File: config.mk
export PLATFORM = sky130hd
export DESIGN_NAME = tod_clock
export DESIGN_NICKNAME = d
export VERILOG_FILES = /design/src/rtl/tod_pkg.sv /design/src/rtl/tod_time.sv /design/src/rtl/tod_slew.sv /design/src/rtl/tod_regs.sv /design/src/rtl/tod_clock.sv
export SDC_FILE = /design/constraint.sdc
export NUM_CORES = 1
export LEC_CHECK = 0
export CAP_MARGIN = 10
export CORE_AREA = 2 2 180 182
export DETAILED_ROUTE_END_ITERATION = 8
export DIE_AREA = 0 0 182 184
export DONT_BUFFER_PORTS = 1
export PLACE_DENSITY = 0.76
export SLEW_MARGIN = 5
export SYNTH_ARGS = -nofsm -noshare
export SYNTH_HDL_FRONTEND = slang
export SYNTH_SLANG_ARGS = --single-unit
export TNS_END_PERCENT = 100
File: constraint.sdc
create_clock -name clk -period 8.65 [get_ports clk]
set_input_delay 2.595 -clock clk [delete_from_list [all_inputs] [get_ports clk]]
set_output_delay 2.595 -clock clk [all_outputs]
set_load 0.02 [all_outputs]
File: src/rtl/tod_pkg.sv
package tod_pkg;
  localparam longint unsigned NS_PER_SEC = 64'd1_000_000_000;

  typedef enum logic [3:0] {
    W_SEC_HI = 4'd0,
    W_SEC_LO = 4'd1,
    W_NS     = 4'd2,
    W_RSVD   = 4'd3,
    W_PER    = 4'd4,
    W_APER   = 4'd5,
    W_ACNT   = 4'd6,
    W_DAMT   = 4'd7,
    W_DRATE  = 4'd8
  } word_e;
endpackage

File: src/rtl/tod_time.sv
module tod_time #(
  parameter int SEC_W  = 48,
  parameter int NS_W   = 30,
  parameter int FRAC_W = 16,
  parameter int INC_W  = 21
) (
  input  logic              clk,
  input  logic              rst,
  input  logic              load,
  input  logic [SEC_W-1:0]  load_sec,
  input  logic [NS_W-1:0]   load_ns,
  input  logic [INC_W-1:0]  inc,
  output logic [SEC_W-1:0]  sec_o,
  output logic [NS_W-1:0]   ns_o
);
  localparam int ACC_W = NS_W + FRAC_W;
  localparam logic [ACC_W:0] WRAP = (ACC_W+1)'(tod_pkg::NS_PER_SEC) << FRAC_W;

  logic [ACC_W-1:0] acc;
  logic [SEC_W-1:0] sec;
  logic [ACC_W:0]   sum;
  logic             roll;

  assign sum  = {1'b0, acc} + (ACC_W+1)'(inc);
  assign roll = (sum >= WRAP);

  always_ff @(posedge clk) begin
    if (rst) begin
      acc <= '0;
      sec <= '0;
    end else if (load) begin
      acc <= {load_ns, {FRAC_W{1'b0}}};
      sec <= load_sec;
    end else if (roll) begin
      acc <= ACC_W'(sum - WRAP);
      sec <= sec + 1'b1;
    end else begin
      acc <= sum[ACC_W-1:0];
    end
  end

  assign sec_o = sec;
  assign ns_o  = acc[ACC_W-1:FRAC_W];


  ns_range_chk: assert property (@(posedge clk) disable iff (rst)
    {1'b0, acc} < WRAP);


  sec_step_chk: assert property (@(posedge clk) disable iff (rst)
    !load |=> (sec == $past(sec)) || (sec == $past(sec) + 1'b1));
endmodule

File: src/rtl/tod_slew.sv
module tod_slew #(
  parameter int PER_W   = 20,
  parameter int CNT_W   = 20,
  parameter int DRIFT_W = 16,
  parameter int RATE_W  = 16
) (
  input  logic               clk,
  input  logic               rst,
  input  logic [PER_W-1:0]   period,
  input  logic [PER_W-1:0]   adj_period,
  input  logic [DRIFT_W-1:0] drift_amt,
  input  logic [RATE_W-1:0]  drift_rate,
  input  logic               cnt_wr,
  input  logic [CNT_W-1:0]   cnt_val,
  input  logic               rate_wr,
  output logic [PER_W:0]     inc,
  output logic [CNT_W-1:0]   adj_cnt
);
  logic [RATE_W-1:0] dcnt;
  logic              slewing;
  logic              fire;
  logic [PER_W-1:0]  base;

  assign slewing = (adj_cnt != '0);
  assign base    = slewing ? adj_period : period;
  assign fire    = (drift_rate != '0) && (dcnt == drift_rate - 1'b1);
  assign inc     = {1'b0, base} + (fire ? (PER_W+1)'(drift_amt) : '0);

  always_ff @(posedge clk) begin
    if (rst || rate_wr || drift_rate == '0) dcnt <= '0;
    else if (fire)                          dcnt <= '0;
    else                                    dcnt <= dcnt + 1'b1;
  end

  always_ff @(posedge clk) begin
    if (rst)          adj_cnt <= '0;
    else if (cnt_wr)  adj_cnt <= cnt_val;
    else if (slewing) adj_cnt <= adj_cnt - 1'b1;
  end


  slew_dec_chk: assert property (@(posedge clk) disable iff (rst)
    (adj_cnt != '0) && !cnt_wr |=> adj_cnt == $past(adj_cnt) - 1'b1);


  drift_bound_chk: assert property (@(posedge clk) disable iff (rst)
    (drift_rate == '0) ? (dcnt == '0) : (dcnt < drift_rate));
endmodule

File: src/rtl/tod_regs.sv
module tod_regs #(
  parameter int SEC_W   = 48,
  parameter int NS_W    = 30,
  parameter int PER_W   = 20,
  parameter int CNT_W   = 20,
  parameter int DRIFT_W = 16,
  parameter int RATE_W  = 16
) (
  input  logic               clk,
  input  logic               rst,
  input  logic               bus_wr,
  input  logic               bus_rd,
  input  logic [3:0]         bus_word,
  input  logic [31:0]        bus_wdata,
  output logic [31:0]        bus_rdata,
  input  logic [SEC_W-1:0]   time_sec,
  input  logic [NS_W-1:0]    time_ns,
  input  logic [CNT_W-1:0]   adj_cnt,
  output logic               load,
  output logic [SEC_W-1:0]   load_sec,
  output logic [NS_W-1:0]    load_ns,
  output logic [PER_W-1:0]   period,
  output logic [PER_W-1:0]   adj_period,
  output logic [DRIFT_W-1:0] drift_amt,
  output logic [RATE_W-1:0]  drift_rate,
  output logic               cnt_wr,
  output logic               rate_wr
);
  import tod_pkg::*;
  localparam int HI_W = SEC_W - 32;

  logic [HI_W-1:0]  stage_hi;
  logic [31:0]      stage_lo;
  logic [SEC_W-1:0] snap;

  assign load     = bus_wr && (bus_word == W_NS);
  assign load_sec = {stage_hi, stage_lo};
  assign load_ns  = bus_wdata[NS_W-1:0];
  assign cnt_wr   = bus_wr && (bus_word == W_ACNT);
  assign rate_wr  = bus_wr && (bus_word == W_DRATE);

  always_ff @(posedge clk) begin
    if (rst) begin
      stage_hi   <= '0;
      stage_lo   <= '0;
      period     <= '0;
      adj_period <= '0;
      drift_amt  <= '0;
      drift_rate <= '0;
    end else if (bus_wr) begin
      case (bus_word)
        W_SEC_HI: stage_hi   <= bus_wdata[HI_W-1:0];
        W_SEC_LO: stage_lo   <= bus_wdata;
        W_PER:    period     <= bus_wdata[PER_W-1:0];
        W_APER:   adj_period <= bus_wdata[PER_W-1:0];
        W_DAMT:   drift_amt  <= bus_wdata[DRIFT_W-1:0];
        W_DRATE:  drift_rate <= bus_wdata[RATE_W-1:0];
        default:  ;
      endcase
    end
  end

  always_ff @(posedge clk) begin
    if (rst) begin
      bus_rdata <= '0;
      snap      <= '0;
    end else if (bus_rd) begin
      case (bus_word)
        W_NS: begin
          bus_rdata <= 32'(time_ns);
          snap      <= time_sec;
        end
        W_SEC_HI: bus_rdata <= 32'(snap[SEC_W-1:32]);
        W_SEC_LO: bus_rdata <= snap[31:0];
        W_PER:    bus_rdata <= 32'(period);
        W_APER:   bus_rdata <= 32'(adj_period);
        W_ACNT:   bus_rdata <= 32'(adj_cnt);
        W_DAMT:   bus_rdata <= 32'(drift_amt);
        W_DRATE:  bus_rdata <= 32'(drift_rate);
        default:  bus_rdata <= '0;
      endcase
    end
  end


  ns_read_chk: assert property (@(posedge clk) disable iff (rst)
    bus_rd && (bus_word == W_NS) |=> bus_rdata == 32'($past(time_ns)));
endmodule

File: src/rtl/tod_clock.sv
module tod_clock #(
  parameter int SEC_W   = 48,
  parameter int NS_W    = 30,
  parameter int FRAC_W  = 16,
  parameter int PER_W   = 20,
  parameter int CNT_W   = 20,
  parameter int DRIFT_W = 16,
  parameter int RATE_W  = 16
) (
  input  logic             clk,
  input  logic             rst,
  input  logic             bus_wr,
  input  logic             bus_rd,
  input  logic [3:0]       bus_word,
  input  logic [31:0]      bus_wdata,
  output logic [31:0]      bus_rdata,
  output logic [SEC_W-1:0] time_sec,
  output logic [NS_W-1:0]  time_ns
);
  localparam int INC_W = PER_W + 1;

  logic               load, cnt_wr, rate_wr;
  logic [SEC_W-1:0]   load_sec;
  logic [NS_W-1:0]    load_ns;
  logic [PER_W-1:0]   period, adj_period;
  logic [DRIFT_W-1:0] drift_amt;
  logic [RATE_W-1:0]  drift_rate;
  logic [CNT_W-1:0]   adj_cnt;
  logic [INC_W-1:0]   inc;

  tod_regs #(.SEC_W(SEC_W), .NS_W(NS_W), .PER_W(PER_W), .CNT_W(CNT_W),
             .DRIFT_W(DRIFT_W), .RATE_W(RATE_W)) u_regs (
    .clk(clk), .rst(rst), .bus_wr(bus_wr), .bus_rd(bus_rd),
    .bus_word(bus_word), .bus_wdata(bus_wdata), .bus_rdata(bus_rdata),
    .time_sec(time_sec), .time_ns(time_ns), .adj_cnt(adj_cnt),
    .load(load), .load_sec(load_sec), .load_ns(load_ns),
    .period(period), .adj_period(adj_period), .drift_amt(drift_amt),
    .drift_rate(drift_rate), .cnt_wr(cnt_wr), .rate_wr(rate_wr));

  tod_slew #(.PER_W(PER_W), .CNT_W(CNT_W), .DRIFT_W(DRIFT_W),
             .RATE_W(RATE_W)) u_slew (
    .clk(clk), .rst(rst), .period(period), .adj_period(adj_period),
    .drift_amt(drift_amt), .drift_rate(drift_rate), .cnt_wr(cnt_wr),
    .cnt_val(bus_wdata[CNT_W-1:0]), .rate_wr(rate_wr), .inc(inc),
    .adj_cnt(adj_cnt));

  tod_time #(.SEC_W(SEC_W), .NS_W(NS_W), .FRAC_W(FRAC_W),
             .INC_W(INC_W)) u_time (
    .clk(clk), .rst(rst), .load(load), .load_sec(load_sec),
    .load_ns(load_ns), .inc(inc), .sec_o(time_sec), .ns_o(time_ns));
endmodule

# Word level (Yosys, flattened, before mapping)
# Index checks and enable logic that the tools add are counted.
totals:
  ff_bits: 330
  latch_bits: 0
  ramBits: 0
  rom_bits: 0
  in_bits: 40
  output_inout_bits: 110
  n_memories: 0
classes:
  add_sub_neg: 7
  mul: 0
  div: 0
  n_lt_le_gt_ge: 1
  n_eq_ne: 8
  n_shift: 0
  muxes: 9
  bitwise_logic: 0
  reduce_logical: 21
op_table:
  columns: ["operator", "n"]
  rows:
  - ["32-bit one-hot mux with 8 select lines", 1]
  - ["48-bit 2-to-1 mux", 2]
  - ["46-bit 2-to-1 mux", 2]
  - ["20-bit 2-to-1 mux", 3]
  - ["48-bit by 1-bit adder with 48-bit output, second input constant", 1]
  - ["46-bit by 21-bit adder with 47-bit output", 1]
  - ["47-bit by 46-bit greater-or-equal comparator with 1-bit output, second input constant", 1]
  - ["46-bit subtractor, second input constant", 1]
  - ["20-bit by 21-bit adder with 21-bit output", 1]
  - ["20-bit nonzero test", 1]
  - ["20-bit by 1-bit subtractor with 20-bit output, second input constant", 1]
  - ["16-bit by 1-bit adder with 16-bit output, second input constant", 1]
  - ["16-bit equality test", 1]
  - ["4-bit by 3-bit equality test with 1-bit output, second input constant", 4]
  - ["16-bit logical NOT", 1]
  - ["16-bit 2-to-1 mux", 1]
  - ["16-bit nonzero test", 1]
  - ["16-bit by 1-bit subtractor with 16-bit output, second input constant", 1]
  - ["2-bit AND reduction", 7]
  - ["4-bit by 1-bit equality test with 1-bit output, second input constant", 1]
  - ["4-bit by 2-bit equality test with 1-bit output, second input constant", 1]
  - ["4-bit equality test, second input constant", 1]
  - ["1-bit logical AND", 4]
  - ["4-bit logical NOT", 1]
  - ["3 further kinds", 6]

# Longest topological paths before layout
logic_depth:
  ltp_word: 9
  depth_mapped: 48
  mapped_depth_nobuf: 42

# Hierarchy
# From an unflattened synthesis, not the netlist that was laid out.
hier_totals:
  cells_unflattened: 2429
  area_unflattened_um2: 18971.9
modules_own_cells:
  columns: ["mod", "n_inst", "cells_per_inst", "area_per_inst_um2", "seq_area_each_um2"]
  rows:
  - ["tod_regs", 1, 1070, 8525.7, 4003.8]
  - ["tod_time", 1, 914, 6985.4, 1881.8]
  - ["tod_slew", 1, 445, 3460.8, 720.7]

# Worst setup path before layout
# OpenSTA, ideal clock, no wires.
synth_path:
  path_type: "register to register"
  start: "register u_slew.adj_cnt[0]"
  end: "register u_time.sec[29] (netlist: u_time.sec_o[29])"
  t_arrival_ns: 9.270
  t_required_ns: 8.559
  slack_ns: -0.711
  path_stages_with_launch: 41
  n_path_buf: 4
  cell_sequence: "dfxtp_1 inv_1 ha_1 nor3b_1 nand2_1 nor2_1 nand2_1 nor2_1 clkbuf_1 clkbuf_1 mux2_2 ha_1 inv_1 fa_1 nor2b_1 o21ai_0 a21boi_0 o21ai_0 [... 5 more ...] o31ai_1 nand2_1 xnor2_1 ha_1 nand2_1 or3_1 a2111o_1 and4_4 or4b_2 xnor2_1 or3b_2 or4_1 o32a_1 buf_6 a211oi_4 buf_6 nand4_1 a311oi_1"
synth_between:
  elab_chain_len: 6
synth_rtl:
  columns: ["item", "line", "rtl"]
  rows:
  - ["from (decl)", "tod_slew.sv:17", "output logic [CNT_W-1:0] adj_cnt"]
  - ["from (signal assigned)", "tod_slew.sv:37", "else if (cnt_wr) adj_cnt <= cnt_val;"]
  - ["from (signal assigned)", "tod_slew.sv:38", "else if (slewing) adj_cnt <= adj_cnt - 1'b1;"]
  - ["20-bit nonzero test", "tod_slew.sv:24", "assign slewing = (adj_cnt != '0);"]
  - ["20-bit 2-to-1 mux", "tod_slew.sv:25", "assign base = slewing ? adj_period : period;"]
  - ["20-bit by 21-bit adder with 21-bit output", "tod_slew.sv:27", "assign inc = {1'b0, base} + (fire ? (PER_W+1)'(drift_amt) : '0);"]
  - ["46-bit by 21-bit adder with 47-bit output", "tod_time.sv:24", "assign sum = {1'b0, acc} + (ACC_W+1)'(inc);"]
  - ["47-bit by 46-bit greater-or-equal comparator with 1-bit output", "tod_time.sv:25", "assign roll = (sum >= WRAP);"]
  - ["2-bit nonzero test (no line)", null, null]
  - ["to (signal assigned)", "tod_time.sv:33", "sec <= load_sec;"]
  - ["to (signal assigned)", "tod_time.sv:36", "sec <= sec + 1'b1;"]
  - ["to (decl)", "tod_time.sv:20", "logic [SEC_W-1:0] sec;"]
# No other way between the ends.
# A chain may end at the register's enable or synchronous reset.

# Worst setup path after layout
layout_path:
  start: "register u_regs.drift_rate[0]"
  end: "register u_time.sec[42] (netlist: u_time.sec_o[42])"
layout_between:
  elab_chain_len: 8
  elab_cells_between_ends: 9
  classes_between: "3 x add/sub; 1 x order compare; 1 x eq/ne; 1 x mux; 3 x reduce/logical"
layout_rtl:
  columns: ["item", "line", "rtl"]
  rows:
  - ["from (decl)", "tod_regs.sv:25", "output logic [RATE_W-1:0] drift_rate,"]
  - ["from (signal assigned)", "tod_regs.sv:57", "W_DRATE: drift_rate <= bus_wdata[RATE_W-1:0];"]
  - ["16-bit by 1-bit subtractor with 16-bit output", "tod_slew.sv:26", "assign fire = (drift_rate != '0) && (dcnt == drift_rate - 1'b1);"]
  - ["16-bit equality test", "tod_slew.sv:26", null]
  - ["1-bit logical AND (*)", "tod_slew.sv:26", null]
  - ["16-bit 2-to-1 mux (*)", "tod_slew.sv:27", null]
  - ["20-bit by 21-bit adder with 21-bit output (*)", "tod_slew.sv:27", null]
  - ["46-bit by 21-bit adder with 47-bit output (*)", "tod_time.sv:24", null]
  - ["47-bit by 46-bit greater-or-equal comparator with 1-bit output (*)", "tod_time.sv:25", null]
  - ["2-bit nonzero test (no line) (*)", null, null]
# Mark *: on every way between the ends. The rest lies on a longest branch, timed or not.

==> out/summary.json <==
{
  "status": "finished with violations",
  "violations": "negative setup slack",
  "yosysSeqAreaShare_pct": 36.5,
  "worstSkewPairLatency_ns": 0.52,
  "critical_path_required_ns": 9.07,
  "routed_wl_um": 65700,
  "max_cap_violations": 0,
  "fin_crit_period_ns": 8.67,
  "die_area_um2": 33500,
  "remaining_drc_errors": 0,
  "cts_root_buf": "clkbuf_16",
  "netSwitchingPower_w": 0.00101,
  "synth_flop_cell": "dfxtp_1",
  "synth_warnings": 0,
  "setup.worst_path.class": "register to register",
  "largest_fanout_on_the_critical_path": 12,
  "numPortBuffers": 0,
  "total_power_divided_by_cell_area_nw_per_um2": 171,
  "fin_worst_skew_ns": 0.0167,
  "layout.cell_area.non_filler_um2": 21800,
  "synth_area_leaders": "dfxtp_1 (37%), nand2_1 (9.3%), a21oi_1 (7.7%)",
  "clock_power_share_pct": 40.8,
  "htreeDepth": 2,
  "overall_die_width_um": 182,
  "r2r-start": "u_regs.drift_rate[0]$_SDFFE_PP0P_",
  "finalSetupViolCount": 5,
  "minimum_setup_slack_among_reg_to_reg_paths_ns": -0.02,
  "maxSlewHeadroom_pct": 12.0,
  "min_delay_endpoint": "u_regs.stage_lo[13]$_SDFFE_PP0P_",
  "regArea_um2": 6610,
  "finalSetupTns_ns": -0.0591,
  "final_cell_mix": "nand2_1 (442), dfxtp_1 (328), a21oi_1 (262)",
  "final_hold_violation_count": 0,
  "seq_power_share_pct": 44.6,
  "ir_worst_vdd_v": 0.000173,
  "fin_worst_setup_slack_ns": -0.0208,
  "clk_pin_slew_worst_paths_ns": 0.06,
  "wire_length_of_the_first_global_routing_pass_um": 97800,
  "drtAntennaViolNets": 0,
  "multi_input_comb_area_um2": 11200,
  "post_route_cells_drive_above_1_share_pct": 19.8,
  "netlist-cell-type-count": 75,
  "layout_worst_path_cycle_share_pct": 100,
  "p_leak_nw": 7.64,
  "async_flop_share_pct": 0,
  "rsz0062_at_grt": "yes",
  "timing.hold.worst.class": "register to register",
  "cp-start-kind": "register",
  "synth.net_count": 2435,
  "fp.coreArea_um2": 31400,
  "io-pin-count": 150,
  "floorplan.rows": 65,
  "synthesis.area_per_instance_um2": 7.69,
  "syn-cell-area_um2": 18100,
  "cts_hold_buf": 0,
  "fmax_ghz": 0.115,
  "synth_cells": 2351,
  "critPathCaptureType": "register",
  "hold-path-cell-count": 2,
  "dpl_cell_area_um2": 19300,
  "mostFrequentLayoutCell": "nand2_1",
  "clock_tree.buffer_depth": 3,
  "routed_via_density": 6.47,
  "worst_slew_pin_slew_ns": 1.32,
  "power_report.internal_total_w": 0.00272,
  "number_of_antenna_violations_at_the_first_check_in_global_routing": 1,
  "max_stage_delay_ns": 0.42,
  "areaGrowthSynthToFinish_pct": 20.3,
  "r2r.worst_path.cells": 47,
  "design.final.nets": 2535,
  "crit_path_top_delay_cell": "o32a_4",
  "grt_pass1_vias": 17200,
  "die_y_um": 184,
  "cts.sink_count": 330,
  "share_comb_of_total_power_pct": 14.6,
  "route.vias.total": 18600,
  "power_switching_share_pct": 27.0,
  "yosys.area.top_type_share_pct": 36.5,
  "synthDominantAreaCellType": "dfxtp_1",
  "layout.filler_cells": 2478,
  "initial_utilization_pct": 57.6,
  "tritoncts_clock_tree": "built",
  "dr.first_iter.drc_count": 2308,
  "overall_fraction_of_global_route_tracks_in_use_pct": 37.2,
  "maximum_number_of_pins_on_one_net_before_global_route_repair": 304,
  "dp_hpwl_um": 43900,
  "drt-pass1-iter-count": 6,
  "tritoncts.num_buffers": 35,
  "avgRoutedWirePerCell_um": 22.8,
  "hold_path.startpoint": "u_regs.stage_lo[13]$_SDFFE_PP0P_",
  "crit_arrival_ns": 9.09,
  "gp_routability_congestion": 0.982,
  "synth_seq_cells": 330,
  "cpMostUsedCell": "o21ai_2",
  "timing_max_transition_violations_final": 0,
  "rr_endpoint": "u_time.sec_o[42]$_SDFFE_PP0P_",
  "synth_enable_flop_cells": 0,
  "global_route.overflow_total": 0
}
-- cells in the mapped netlist, types with 26 or more instances --
master	count
nand2_1	446
dfxtp_1	330
a21oi_1	277
nor2_1	212
clkbuf_1	147
xnor2_1	94
a22oi_1	78
a211oi_1	57
nand3_1	56
o21ai_0	50
inv_1	46
ha_1	42
nand4_1	41
and2_1	37
nor3_1	37
buf_4	36
xor2_1	35
a311oi_1	26
-- state kept, by name, indices dropped and copies added, names as in the netlist, 20 cells and up --
signal,cells
u_time.sec_o,48
u_slew.adj_cnt,20
u_regs.period,20
u_regs.bus_rdata,32
u_regs.adj_period,20
u_regs.snap,48
u_time.acc,46
u_regs.stage_lo,32
-- repair_timing --
item | CTS | global route
pin swaps | 47 | 94
cloned | 1 | 1
gates resized for setup | 53 | 120
endpoints found under the setup margin | 69 | 69
buffers inserted | 45 | 26
hold endpoints to repair | 0 | 0
-- area by class of cell --
| type | count | share of cell area [%] |
|---|---|---|
| flip-flops and latches | 330 | 30.4 |
| well taps | 402 | 2.31 |
| inverters | 46 | 0.794 |
| clock inverters | 9 | 0.546 |
| clock buffers | 51 | 4.72 |
| multi-input cells | 1776 | 51.6 |
| repair buffers | 262 | 9.67 |
| diodes | 1 | 0.0115 |
-- power by group through the flow --
stage	combinational, W	clock [W]	sequential, W
after floorplan	0.000406	0	0.00167
after global placement	0.000497	0	0.00169
after detailed placement	0.000507	0	0.00169
after CTS	0.000522	0.00152	0.00166
after global routing	0.000593	0.00158	0.00167
final	0.000543	0.00152	0.00166
-- worst max-delay path by stage --
stage	slack [ns]	startpoint	cells after the start	end
2_1_floorplan	0.005	u_regs.drift_rate[0]$_SDFFE_PP0P_	46	u_time.sec_o[11]$_SDFFE_PP0P_
3_3_place_gp	-0.26	u_regs.drift_rate[0]$_SDFFE_PP0P_	43	u_time.sec_o[43]$_SDFFE_PP0P_
3_5_place_dp	-0.50	u_regs.drift_rate[0]$_SDFFE_PP0P_	40	u_time.sec_o[9]$_SDFFE_PP0P_
4_1_cts	0.008	u_regs.drift_rate[1]$_SDFFE_PP0P_	40	u_time.sec_o[45]$_SDFFE_PP0P_
5_1_grt	-0.43	u_regs.drift_rate[0]$_SDFFE_PP0P_	44	u_time.sec_o[45]$_SDFFE_PP0P_
6_report	-0.02	u_regs.drift_rate[0]$_SDFFE_PP0P_	47	u_time.sec_o[42]$_SDFFE_PP0P_
-- worst max-delay path: cells and delay by family, from the launching register on --
family          cells  cell delay, ns
fa+ha+maj           5            1.14
compound gates     21            4.07
buf+inv             8            0.94
xor+xnor            1            0.10
simple gates       12            1.93
flops               1            0.33
-- per-stage QoR --
step | hold slack (ns) | cells | setup WS [ns] | util (%) | power, W
3_3_place_gp | 0.439 | 2745 | -0.261 | 61.4 | 0.00219
3_5_place_dp | 0.445 | 2745 | -0.495 | 61.4 | 0.00220
6_report | 0.455 | 2877 | -0.0208 | 69.3 | 0.00372
4_1_cts | 0.453 | 2850 | 0.00760 | 66.8 | 0.00370
2_1_floorplan | 0.436 | 2351 | 0.00475 | - | 0.00208
5_1_grt | 0.473 | 2876 | -0.433 | 69.3 | 0.00384
-- metal layers --
layer	up-vias	global-route usage, %	share of wire, %	wire (um)
li1	8462	-	-	-
met1	8834	48.5	38	25200
met2	1105	59.3	44	29100
met3	225	7.35	11	7410
met4	2	17.9	5.9	3890
met5	-	0	0.014	9
-- logic make-up after synthesis --
family / synth area share [%]
simple gates: 23.8
compound gates: 22.6
flops: 36.5
buf+inv: 6.05
xor+xnor: 6.25
fa+ha+maj: 3.13
mux: 1.67
Note: power is estimated with default switching activity, not from simulation.
